<file path="src/rtl/ldst_agu_pkg.sv">
package ldst_agu_pkg;

  typedef enum logic [1:0] {
    AM_INDIRECT = 2'b00,
    AM_PRE      = 2'b01,
    AM_PRE_WB   = 2'b10,
    AM_POST     = 2'b11
  } agu_mode_e;

  // Modes that request a base register update.
  function automatic logic mode_updates_base(agu_mode_e m);
    return (m == AM_PRE_WB) || (m == AM_POST);
  endfunction

  // Modes whose bus address includes the offset.
  function automatic logic mode_bus_uses_sum(agu_mode_e m);
    return (m == AM_PRE) || (m == AM_PRE_WB);
  endfunction

endpackage

</file>
<file path="src/rtl/agu_offset_adder.sv">
module agu_offset_adder #(
  parameter int W = 32
) (
  input  logic [W-1:0] base_i,
  input  logic [W-1:0] offset_i,
  input  logic         sub_i,
  output logic [W-1:0] sum_o
);

  // Two's complement add or subtract; the carry out is dropped, so the result wraps.
  function automatic logic [W-1:0] apply_offset(logic [W-1:0] b, logic [W-1:0] o, logic s);
    logic [W-1:0] operand;
    operand = s ? ~o : o;
    return b + operand + {{(W-1){1'b0}}, s};
  endfunction

  assign sum_o = apply_offset(base_i, offset_i, sub_i);

endmodule

</file>
<file path="src/rtl/agu_mode_select.sv">
module agu_mode_select
  import ldst_agu_pkg::*;
#(
  parameter int W = 32
) (
  input  agu_mode_e    mode_i,
  input  logic [W-1:0] base_i,
  input  logic [W-1:0] sum_i,
  output logic [W-1:0] ea_o,
  output logic [W-1:0] nb_o,
  output logic         wb_o
);

  always_comb begin
    ea_o = mode_bus_uses_sum(mode_i) ? sum_i : base_i;
    wb_o = mode_updates_base(mode_i);
    nb_o = wb_o ? sum_i : base_i;
  end

endmodule

</file>
<file path="src/rtl/agu_out_reg.sv">
module agu_out_reg #(
  parameter int W = 32
) (
  input  logic         clk,
  input  logic         rst_n,
  input  logic         load_i,
  input  logic [W-1:0] ea_d,
  input  logic [W-1:0] nb_d,
  input  logic         wb_d,
  output logic         vld_q,
  output logic [W-1:0] ea_q,
  output logic [W-1:0] nb_q,
  output logic         wb_q
);

  always_ff @(posedge clk) begin
    if (!rst_n) begin
      vld_q <= 1'b0;
      wb_q  <= 1'b0;
      ea_q  <= '0;
      nb_q  <= '0;
    end else begin
      vld_q <= load_i;
      wb_q  <= load_i & wb_d;
      if (load_i) begin
        ea_q <= ea_d;
        nb_q <= nb_d;
      end
    end
  end

endmodule

</file>
<file path="src/rtl/ldst_addr_gen.sv">
module ldst_addr_gen
  import ldst_agu_pkg::*;
#(
  parameter int ADDR_W = 32
) (
  input  logic              clk,
  input  logic              rst_n,
  input  logic              in_valid,
  input  logic [ADDR_W-1:0] base_val,
  input  logic [ADDR_W-1:0] offset_val,
  input  logic [1:0]        mode,
  input  logic              offset_sub,
  output logic              out_valid,
  output logic [ADDR_W-1:0] eff_addr,
  output logic              wb_en,
  output logic [ADDR_W-1:0] new_base
);

  agu_mode_e         mode_e;
  logic [ADDR_W-1:0] sum_w;
  logic [ADDR_W-1:0] ea_w;
  logic [ADDR_W-1:0] nb_w;
  logic              wb_w;

  assign mode_e = agu_mode_e'(mode);

  agu_offset_adder #(.W(ADDR_W)) u_adder (
    .base_i   (base_val),
    .offset_i (offset_val),
    .sub_i    (offset_sub),
    .sum_o    (sum_w)
  );

  agu_mode_select #(.W(ADDR_W)) u_sel (
    .mode_i (mode_e),
    .base_i (base_val),
    .sum_i  (sum_w),
    .ea_o   (ea_w),
    .nb_o   (nb_w),
    .wb_o   (wb_w)
  );

  agu_out_reg #(.W(ADDR_W)) u_oreg (
    .clk    (clk),
    .rst_n  (rst_n),
    .load_i (in_valid),
    .ea_d   (ea_w),
    .nb_d   (nb_w),
    .wb_d   (wb_w),
    .vld_q  (out_valid),
    .ea_q   (eff_addr),
    .nb_q   (new_base),
    .wb_q   (wb_en)
  );

  assert_valid_follows_R2: assert property (@(posedge clk) disable iff (!rst_n)
    in_valid |=> out_valid);

  assert_idle_quiet_R9: assert property (@(posedge clk) disable iff (!rst_n)
    !in_valid |=> (!out_valid && !wb_en && $stable(eff_addr) && $stable(new_base)));

  assert_indirect_R3: assert property (@(posedge clk) disable iff (!rst_n)
    (in_valid && mode == 2'b00) |=>
      (eff_addr == $past(base_val) && new_base == $past(base_val) && !wb_en));

  assert_pre_keeps_base_R4: assert property (@(posedge clk) disable iff (!rst_n)
    (in_valid && mode == 2'b01) |=> (new_base == $past(base_val) && !wb_en));

  assert_prewb_match_R5: assert property (@(posedge clk) disable iff (!rst_n)
    (in_valid && mode == 2'b10) |=> (eff_addr == new_base && wb_en));

  assert_post_old_base_R6: assert property (@(posedge clk) disable iff (!rst_n)
    (in_valid && mode == 2'b11) |=> (eff_addr == $past(base_val) && wb_en));

endmodule

</file>
<file path="config.mk">
export PLATFORM = sky130hd
export DESIGN_NAME = ldst_addr_gen
export DESIGN_NICKNAME = d
export VERILOG_FILES = /design/src/rtl/ldst_agu_pkg.sv /design/src/rtl/agu_offset_adder.sv /design/src/rtl/agu_mode_select.sv /design/src/rtl/agu_out_reg.sv /design/src/rtl/ldst_addr_gen.sv
export SDC_FILE = /design/constraint.sdc
export NUM_CORES = 1
export LEC_CHECK = 0
export BUFFER_PORTS_ARGS = -buffer_cell sky130_fd_sc_hd__buf_2
export CORE_ASPECT_RATIO = 0.75
export CORE_MARGIN = 4
export CORE_UTILIZATION = 58
export DETAILED_ROUTE_END_ITERATION = 12
export GPL_TIMING_DRIVEN = 0
export PLACE_DENSITY = 0.94
export SYNTH_ARGS = -nofsm -noshare
export SYNTH_HDL_FRONTEND = slang
export SYNTH_SLANG_ARGS = --single-unit
export TNS_END_PERCENT = 1
</file>
<file path="constraint.sdc">
create_clock -name clk -period 7.2 [get_ports clk]
set_input_delay 2.16 -clock clk [delete_from_list [all_inputs] [get_ports clk]]
set_output_delay 2.16 -clock clk [all_outputs]
set_load 0.02 [all_outputs]
</file>
==> results.tsv <==
stage	metric	value	unit
status	status	completed	
sta	worst-case clock skew	0	ps
min_path	hold crit path type	reg -> reg	
grt	vias in the first global route	5309	
power_and_ir_drop	total power	1.35	mW
min_path	Worst Hold Depth	2	
clocking	Worst-Skew Late Latency	360	ps
routing	via count	5446	
sta	Final Setup Violations	0	
place	DP HPWL	13300	um
sta	Max Clock Freq	0.181	GHz
cells_and_area	antenna cells	0	
routing	residual DRC count	0	
floorplan	CORE AREA	0.00802	mm^2
power_and_ir_drop	Internal	0.809	mW
cells_and_area	fin nets	882	
clocking	clk slew on worst S/H paths	80	ps
cells_and_area	synthesis-to-finish area growth	21.0	%
clocking	root buf cell	clkbuf_8	
setup_path	WP data required	7440	ps
routing	drt first pass iters	5	
setup_path	WP data arrival	5770	ps
sta	RSZ-0062 raised after global routing	false	
power_and_ir_drop	Logic pwr share	41.8	%
yosys	post-synthesis area per instance	7.71	um^2
clocking	CTS tree	built	
setup_path	Crit Reg-Reg Startpoint	u_oreg.nb_q[30]	
power_and_ir_drop	Net Sw Power	0.543	mW
yosys	Ys Warns	0	
clocking	H-tree levels	3	
power_and_ir_drop	Sw Ratio	40.2	%
cells_and_area	share of cells above drive strength 1	20.9	%
yosys	sequential fraction of the synthesis area	27.1	%
clocking	post-CTS sizing	0	
routing	Routed Antenna Nets	0	
setup_path	worst setup path class	in -> reg	
power_and_ir_drop	Peak VDD IR	0.000170	V
clocking	Clock Sinks	66	
clocking	clock tree buffer depth	2	
power_and_ir_drop	Seq pwr share	31.2	%
sta	post-route setup TNS	0	ps
place	GPL Wtd Cong	1.00	
floorplan	die area	0.00994	mm^2
power_and_ir_drop	power per cell area	229	mW/mm^2
yosys	Synth area leader	dfxtp_1	
setup_path	flop2flop setup slack	6350	ps
sta	Slew Viols, Final	0	
yosys	Most used DFF post-synth	dfxtp_1	
floorplan	Die X-Extent	114	um
setup_path	CP max FO	10	
run	number of max-cap violations	0	
yosys	flops & latches, synth	66	
grt	remaining global-route overflow	0	
setup_path	Reg-to-Reg End	u_oreg.nb_q[30]	
grt	first-pass GRT wire length	27100	um
yosys	ranking of synthesized cells by area	dfxtp_1 (27%), ha_1 (9.0%), xor2_1 (7.7%)	
grt	largest net degree at the start of global routing	14	
power_and_ir_drop	Clock power frac	27.1	%
place	IO buf count	133	
floorplan	Die H	87.4	um
setup_path	r2r worst-path depth	2	
sta	Worst-Margin Slew	916	ps
routing	Vias/cell	6.15	
setup_path	crit path from	offset_sub	
floorplan	Initial Utilization	60.7	%
setup_path	type of origin of the critical path	primary input	
sta	post-layout min period	5520	ps
grt	total track usage	34.8	%
yosys	Post-synth EDFFs	0	
yosys	top cell type's share of synthesized area	27.1	%
sta	period utilization	76.7	%
routing	final WL	17200	um
yosys	most numerous cell in the Yosys netlist	nor2_1	
grt	initial antenna violation count	0	
yosys	ys async rst share	0	%
clocking	total CTS buffers	9	
yosys	Post-Synthesis Cells	632	
sta	Final Hold Fails	0	
floorplan	Top Ports	136	
place	dpl cells	870	
sta	Max transition margin	39.0	%
floorplan	# rows	28	
routing	wire per inst	19.5	um
setup_path	Worst Setup End Kind	register	
routing	drt initial violations	698	
power_and_ir_drop	Leak	2.81	nW
clocking	setup bufs post-CTS	0	
setup_path	crit path capture	u_oreg.nb_q[30]	
yosys	synthesized area	0.00487	mm^2
cells_and_area	fill count	667	
yosys	Synth top cells by count	nor2_1 (81), nand2_1 (72), dfxtp_1 (66), o21ai_0 (54), a21oi_1 (53)	
yosys	Synthesized Nets	738	
cells_and_area	non-filler cells, final	886	
clocking	Hold-fix buffers, CTS	0	
yosys	Yosys cell types	54	
[cells in the final DEF, fill, tap and decap left out, types with 9 or more instances in the layout]
cell type / instances
buf_2: 137
nor2_1: 81
nand2_1: 72
dfxtp_1: 66
o21ai_0: 54
a21oi_1: 53
xor2_1: 43
ha_1: 35
clkbuf_1: 30
mux2i_1: 26
xnor2_1: 18
o211ai_1: 12
a211oi_1: 11
inv_1: 10
clkbuf_8: 9
[layout make-up]
type | instances | area [um^2] | share of cell area, %
Buffer | 37 | 144 | 2.44
Tap cell | 105 | 131 | 2.23
Inverter | 10 | 37.5 | 0.637
Sequential cell | 66 | 1320 | 22.4
Multi-Input combinational cell | 519 | 3370 | 57.2
Clock buffer | 9 | 124 | 2.10
Timing Repair Buffer | 133 | 666 | 11.3
Clock inverter | 7 | 100 | 1.70
[stage by stage]
stage          instance area [um^2]  util [%]  setup WS [ps]  hold WS (ps)
3_3_place_gp                   5670      70.6           1440           473
4_1_cts                        5890      73.4           1750           489
5_1_grt                        5890      73.4           1410           521
6_report                       5890      73.4           1680           494
3_5_place_dp                   5670      70.6           1330           478
2_1_floorplan                  4870         -           2150           555
[flip-flops by register name (all words and copies together), names as in the netlist]
signal / cells
u_oreg.nb_q: 32
u_oreg.vld_q: 1
u_oreg.ea_q: 32
u_oreg.wb_q: 1
[layer usage]
layer,up-vias,global-route usage [%],share of wire [%],wire length [um]
met2,348,54.5,43,7340
met3,53,7.85,12,2080
met4,0,14.2,3.4,583
met5,-,0,0,0
met1,2509,46.6,42,7240
li1,2536,-,-,-
[power groups by stage]
stage | Clock (mW) | Sequential, mW | Combinational, mW
6_report | 0.366 | 0.421 | 0.564
5_1_grt | 0.387 | 0.425 | 0.615
4_1_cts | 0.368 | 0.420 | 0.552
3_5_place_dp | 0 | 0.429 | 0.548
3_3_place_gp | 0 | 0.426 | 0.534
2_1_floorplan | 0 | 0.472 | 0.336
[cell families (layout without fill, tap and decap cells)]
family / after synthesis / after routing / share of synthesized area (%)
adder cells (fa/ha/maj): 36 / 36 / 9.40
XOR/XNOR: 61 / 61 / 11.0
multiplexers: 26 / 26 / 5.34
buffers and inverters: 47 / 196 / 3.72
AO/OA/AOI/OAI: 198 / 198 / 25.5
AND/OR/NAND/NOR: 198 / 198 / 17.9
flip-flops: 66 / 66 / 27.1
[worst min-delay path by stage]
stage,startpoint,to,slack [ps]
after floorplan,u_oreg.nb_q[12],u_oreg.nb_q[12],560
after global placement,u_oreg.ea_q[2],u_oreg.ea_q[2],470
after detailed placement,u_oreg.ea_q[8],u_oreg.ea_q[8],480
after CTS,u_oreg.ea_q[8],u_oreg.ea_q[8],490
after global routing,u_oreg.nb_q[0],u_oreg.nb_q[0],520
final,u_oreg.nb_q[0],u_oreg.nb_q[0],490
[critical path, stage by stage]
cell and delay, ps:
buf_2 150, clkbuf_1 700, xor2_1 310, ha_1 320, a21oi_1 270, or3b_2 470, o21ai_0 250, o21ai_1 200
a41oi_1 360, xnor2_1 180, nor2_1 70, a2111oi_0 320
No activity file was read; power rests on OpenSTA's default activity.
